--- src/rtl/pbp_pkg.sv ---
package pbp_pkg;

    // Edge machine state: the last debounced level seen.
    typedef enum logic {
        ST_ARMED = 1'b0,
        ST_HELD  = 1'b1
    } pbp_state_t;

endpackage

--- src/rtl/pbp_sync.sv ---
module pbp_sync #(
    parameter int STAGES = 2
) (
    input  logic clk,
    input  logic rst,
    input  logic async_i,
    output logic sync_o
);

    logic [STAGES-1:0] chain_q;

    always_ff @(posedge clk) begin
        if (rst) begin
            chain_q <= '0;
        end else begin
            chain_q <= {chain_q[STAGES-2:0], async_i};
        end
    end

    assign sync_o = chain_q[STAGES-1];

endmodule

--- src/rtl/pbp_tick.sv ---
module pbp_tick #(
    parameter int DIV = 8
) (
    input  logic clk,
    input  logic rst,
    output logic tick_o
);

    localparam int CW = (DIV > 1) ? $clog2(DIV) : 1;
    localparam logic [CW-1:0] LAST = CW'(DIV - 1);

    generate
        if (DIV > 1) begin : g_div
            logic [CW-1:0] cnt_q;

            always_ff @(posedge clk) begin
                if (rst) begin
                    cnt_q <= '0;
                end else if (cnt_q == LAST) begin
                    cnt_q <= '0;
                end else begin
                    cnt_q <= cnt_q + 1'b1;
                end
            end

            assign tick_o = (cnt_q == LAST);

            // ticks never come on adjacent clocks when DIV exceeds one
            p_tick_spacing_r2: assert property (@(posedge clk) disable iff (rst)
                tick_o |=> !tick_o);
        end else begin : g_every
            assign tick_o = 1'b1;
        end
    endgenerate

endmodule

--- src/rtl/pbp_filter.sv ---
module pbp_filter #(
    parameter int TAPS = 4
) (
    input  logic clk,
    input  logic rst,
    input  logic tick_i,
    input  logic sample_i,
    output logic level_o
);

    logic [TAPS-1:0] shreg_q;
    logic [TAPS-1:0] shreg_d;
    logic            level_q;
    logic            all_hi;
    logic            all_lo;

    generate
        if (TAPS > 1) begin : g_multi
            assign shreg_d = {shreg_q[TAPS-2:0], sample_i};
        end else begin : g_single
            assign shreg_d = sample_i;
        end
    endgenerate

    // Reset acts as a synchronous load of the released pattern.
    always_ff @(posedge clk) begin
        if (rst) begin
            shreg_q <= '0;
        end else if (tick_i) begin
            shreg_q <= shreg_d;
        end
    end

    assign all_hi = &shreg_q;
    assign all_lo = ~|shreg_q;

    always_ff @(posedge clk) begin
        if (rst) begin
            level_q <= 1'b0;
        end else if (all_hi) begin
            level_q <= 1'b1;
        end else if (all_lo) begin
            level_q <= 1'b0;
        end
    end

    assign level_o = level_q;

    // the taps move only when a tick was present
    p_shift_on_tick_r2: assert property (@(posedge clk) disable iff (rst)
        !tick_i |=> $stable(shreg_q));

    // a rise of the level needs unanimous high taps
    p_rise_agree_r3: assert property (@(posedge clk) disable iff (rst)
        $rose(level_q) |-> $past(all_hi));

    // a fall of the level needs unanimous low taps
    p_fall_agree_r4: assert property (@(posedge clk) disable iff (rst)
        $fell(level_q) |-> $past(all_lo));

endmodule

--- src/rtl/pbp_edge_fsm.sv ---
module pbp_edge_fsm
    import pbp_pkg::*;
(
    input  logic clk,
    input  logic rst,
    input  logic level_i,
    output logic pulse_o
);

    pbp_state_t state_q;
    pbp_state_t state_d;

    // Next state simply tracks the debounced level.
    always_comb begin
        state_d = level_i ? ST_HELD : ST_ARMED;
    end

    // State register.
    always_ff @(posedge clk) begin
        if (rst) begin
            state_q <= ST_ARMED;
        end else begin
            state_q <= state_d;
        end
    end

    // Output decoding, gated by the level and by reset.
    always_comb begin
        pulse_o = 1'b0;
        unique case (state_q)
            ST_ARMED: pulse_o = level_i & ~rst;
            ST_HELD:  pulse_o = 1'b0;
        endcase
    end

    // a pulse never lasts two clocks
    p_single_cycle_r5: assert property (@(posedge clk) disable iff (rst)
        pulse_o |=> !pulse_o);

    // no pulse while reset is applied
    p_quiet_in_reset_r8: assert property (@(posedge clk)
        rst |-> !pulse_o);

    // after a pulse, the machine stays silent while the level stays high
    p_no_repeat_r6: assert property (@(posedge clk) disable iff (rst)
        (pulse_o && level_i) |=> (!pulse_o));

endmodule

--- src/rtl/pushbutton_pulser.sv ---
module pushbutton_pulser #(
    parameter int TICK_DIV    = 8,
    parameter int TAPS        = 4,
    parameter int SYNC_STAGES = 2
) (
    input  logic clk,
    input  logic rst,
    input  logic pb_in,
    output logic pulse_o
);

    logic pb_sync;
    logic tick;
    logic level;

    pbp_sync #(.STAGES(SYNC_STAGES)) u_sync (
        .clk     (clk),
        .rst     (rst),
        .async_i (pb_in),
        .sync_o  (pb_sync)
    );

    pbp_tick #(.DIV(TICK_DIV)) u_tick (
        .clk    (clk),
        .rst    (rst),
        .tick_o (tick)
    );

    pbp_filter #(.TAPS(TAPS)) u_filter (
        .clk      (clk),
        .rst      (rst),
        .tick_i   (tick),
        .sample_i (pb_sync),
        .level_o  (level)
    );

    pbp_edge_fsm u_fsm (
        .clk     (clk),
        .rst     (rst),
        .level_i (level),
        .pulse_o (pulse_o)
    );

endmodule

--- config.mk ---
export PLATFORM = sky130hd
export DESIGN_NAME = pushbutton_pulser
export DESIGN_NICKNAME = d
export VERILOG_FILES = /design/src/rtl/pbp_pkg.sv /design/src/rtl/pbp_sync.sv /design/src/rtl/pbp_tick.sv /design/src/rtl/pbp_filter.sv /design/src/rtl/pbp_edge_fsm.sv /design/src/rtl/pushbutton_pulser.sv
export SDC_FILE = /design/constraint.sdc
export NUM_CORES = 1
export LEC_CHECK = 0
export ABC_AREA = 1
export BUFFER_PORTS_ARGS = -buffer_cell sky130_fd_sc_hd__buf_4
export CORE_AREA = 2 2 39 41
export CTS_BUF_LIST = sky130_fd_sc_hd__clkbuf_16
export DETAILED_ROUTE_END_ITERATION = 10
export DIE_AREA = 0 0 41 43
export PLACE_DENSITY_LB_ADDON = 0.3
export SLEW_MARGIN = 0
export SYNTH_ARGS = -nofsm -noshare
export SYNTH_HDL_FRONTEND = slang
export SYNTH_HIERARCHICAL = 1
export SYNTH_SLANG_ARGS = --single-unit
--- constraint.sdc ---
create_clock -name clk -period 1.3 [get_ports clk]
set_input_delay 0.195 -clock clk [delete_from_list [all_inputs] [get_ports clk]]
set_output_delay 0.195 -clock clk [all_outputs]
set_load 0.05 [all_outputs]
==> metrics.txt <==
Antenna Nets Post-Route=0; IO buf count=3; CP required=between 1 and 1.5 ns; Hold Path Depth=3; most used flip-flop cell after synthesis=dfxtp_1; Area growth, synth to finish=30.6%; worst path arrival time=1.27 ns; CP bufs+invs=1; I/O pin cnt=4; Synth Instances=48; Slew HR=0.877; starting density of the core=0.287; drt via density=~4; Placeable Area=around 1400 um2; CTS root buffer=clkbuf_16; count leader, synth=dfxtp_1; Mapped Nets=53; vias in the first global route=between 200 and 250; Worst R2R Path Depth=5; # fillers=144; synthesized flop and latch total=11; post-synthesis mux area share=0; die width=41 um; post-synthesis sequential area ratio=0.555; worst r2r dst=u_filter/shreg_q[3]$_SDFFE_PP0P_; post-synth top area share=0.555; final hold vios=0; Placer Congestion=between 0.6 and 0.7; Worst Tran Pin Value=between 0.15 and 0.2 ns; Sink Count=11; HP Class=primary input to register; min-delay src=pb_in; Nets=between 60 and 70; critical path startpoint category=register; CTS tree=built; fmax=902 MHz; dpl cell area=roughly 440 um2; Synth Area in Compound Gates=0.0726; xor/xnor share of the synthesized area=0; Max Slew Vio Count=0; CTS buffer count=3; H-tree depth=1; largest fanout on the critical path=6; hold worst-path end=u_sync/chain_q[0]$_SDFF_PP0_; slowest CP cell=dfxtp_1; Synth cell types=10; Bufs on Longest Clock Path=2; register-to-register setup slack=0.19 ns; 1st-pass router iterations=2; Post-CTS Setup Inserts=0; first-pass GRT wire length=just over 900 um; Final setup viols=0; Synth top cells by count=dfxtp_1, nand2_1, inv_1; hold buffers post-CTS=0; diode count=0; Routed Wire Length=about 530 um; critical path's most frequent cell=ha_1; # resized after CTS=0; Worst Skew=between 0.002 and 0.003 ns; Iteration-0 DRC Markers=1; via count=282; Final Cycle Share=0.853; # rows=14; Setup CP Type=register to register; RR Startpoint=u_tick/g_div.cnt_q[0]$_SDFF_PP0_; Top delay family on crit path=adder cells; Total GRT Usage=0.0817; leakage power=between 0.2 and 0.25 nW; initial antenna violation count=0; RSZ-0062 raised after global routing=false; post-route cell area=518 um2; largest net degree at the start of global routing=10; total power=between 0.9 and 1 mW; Simple-Gate Fraction of Synth Area=0.224; Post-Synth Adder-Cell Area=0.0631; Die Ht=~43 um; Worst-Skew Late Latency=0.23 ns; Power Dens Cells=between 1500 and 2000 nW/um2; Max Cap Viol=0; WL/cell=7.52 um; largest cells by area after synthesis=dfxtp_1, nand2_1, inv_1; cell accounting for the most synthesized area=dfxtp_1; post-route minimum period=around 1.1 ns; number of synthesized flops with an enable pin=0; layout cells sized above 1=0.182; Post-DP HPWL=between 300 and 400 um; setup tns final=0 ns; clock-pin slew on the worst setup and hold paths=approximately 0.040 ns; status=finished clean; Async S/R FF share, synth=0; Syn Area/Cell=a little over 8 um2; Worst Hold Slack=between 0.15 and 0.2 ns; crit-path max cell delay=roughly 0.30 ns; largest family of logic cells by synthesized area=simple AND/OR/NAND/NOR gates; Setup crit end kind=register; synthesized cell area=slightly below 400 um2; largest vdd supply drop=0.695 mV; Residual DRC=0; crit-path cells=ha_1, ha_1, inv_1, nand2_1, a21oi_1; GRT Residual Overflow=0; Synth Warn #=6; die area=about 1800 um2
power by group:
group / switching (mW) / internal, mW / leakage, nW
sequential: 0.00351 / 0.350 / 0.0897
clock: 0.134 / 0.402 / 0.0423
combinational: 0.0148 / 0.0121 / 0.106
worst reg2reg max path: cells and delay by family (launching register included):
family / cells / cell delay (ns)
AO/OA/AOI/OAI: 1 / 0.11
flip-flops: 1 / 0.30
buffers and inverters: 1 / 0.13
adder cells (fa/ha/maj): 2 / 0.43
AND/OR/NAND/NOR: 1 / 0.06
worst max path at each step:
stage,from,to,cells past startpoint
3_3_place_gp,u_tick/g_div.cnt_q[0]$_SDFF_PP0_,u_filter/shreg_q[2]$_SDFFE_PP0P_,5
6_report,u_tick/g_div.cnt_q[0]$_SDFF_PP0_,u_filter/shreg_q[3]$_SDFFE_PP0P_,5
4_1_cts,u_tick/g_div.cnt_q[0]$_SDFF_PP0_,u_filter/shreg_q[2]$_SDFFE_PP0P_,5
3_5_place_dp,u_tick/g_div.cnt_q[0]$_SDFF_PP0_,u_filter/shreg_q[2]$_SDFFE_PP0P_,5
5_1_grt,u_tick/g_div.cnt_q[0]$_SDFF_PP0_,u_filter/shreg_q[0]$_SDFFE_PP0P_,5
2_1_floorplan,u_tick/g_div.cnt_q[0]$_SDFF_PP0_,u_filter/shreg_q[0]$_SDFFE_PP0P_,5
cell families (layout without fill, tap and decap cells):
family / Yosys count / in the layout
compound gates: 5 / 5
simple gates: 21 / 21
buf+inv: 9 / 16
flops: 11 / 11
fa+ha+maj: 2 / 2
final cells by class:
cell class | count | area (um2) | share of cell area
Clock buffer | 3 | 75.1 | 0.145
Clock inverter | 1 | 3.75 | 0.00725
Inverter | 9 | 33.8 | 0.0652
Multi-Input combinational cell | 28 | 143 | 0.275
Sequential cell | 11 | 220 | 0.425
Tap cell | 16 | 20.0 | 0.0386
Timing Repair Buffer | 3 | 22.5 | 0.0435
placed cells by master (no fill, tap or decap):
| cell | n |
|---|---|
| inv_1 | 10 |
| buf_4 | 3 |
| a21oi_1 | 4 |
| ha_1 | 2 |
| nand2_1 | 10 |
| nor2_1 | 7 |
| nand2_2 | 2 |
| a21oi_2 | 1 |
| nand4_1 | 1 |
| nor2_2 | 1 |
| clkbuf_16 | 3 |
| dfxtp_1 | 11 |
state kept, by name, indices dropped and copies added (netlist names):
signal	count
u_sync/chain_q	2
u_fsm/state_q	1
u_filter/shreg_q	4
u_filter/level_o	1
u_tick/g_div.cnt_q	3
metrics by stage:
| stage | std cells | util | setup slack, ns |
|---|---|---|---|
| floorplan | 48 | - | 0.279 |
| global placement | 67 | 0.317 | 0.210 |
| detailed placement | 67 | 0.317 | 0.196 |
| CTS | 71 | 0.374 | 0.184 |
| global route | 71 | 0.374 | 0.112 |
| finish | 71 | 0.374 | 0.192 |
per-layer routing:
layer,share of wire,vias to the layer above,global-route usage
li1,-,158,-
met1,0.48,121,0.0980
met2,0.48,3,0.103
met3,0.043,0,0.0628
met4,0,0,0.0400
met5,0,-,0
(Power assumes the default switching activity.)
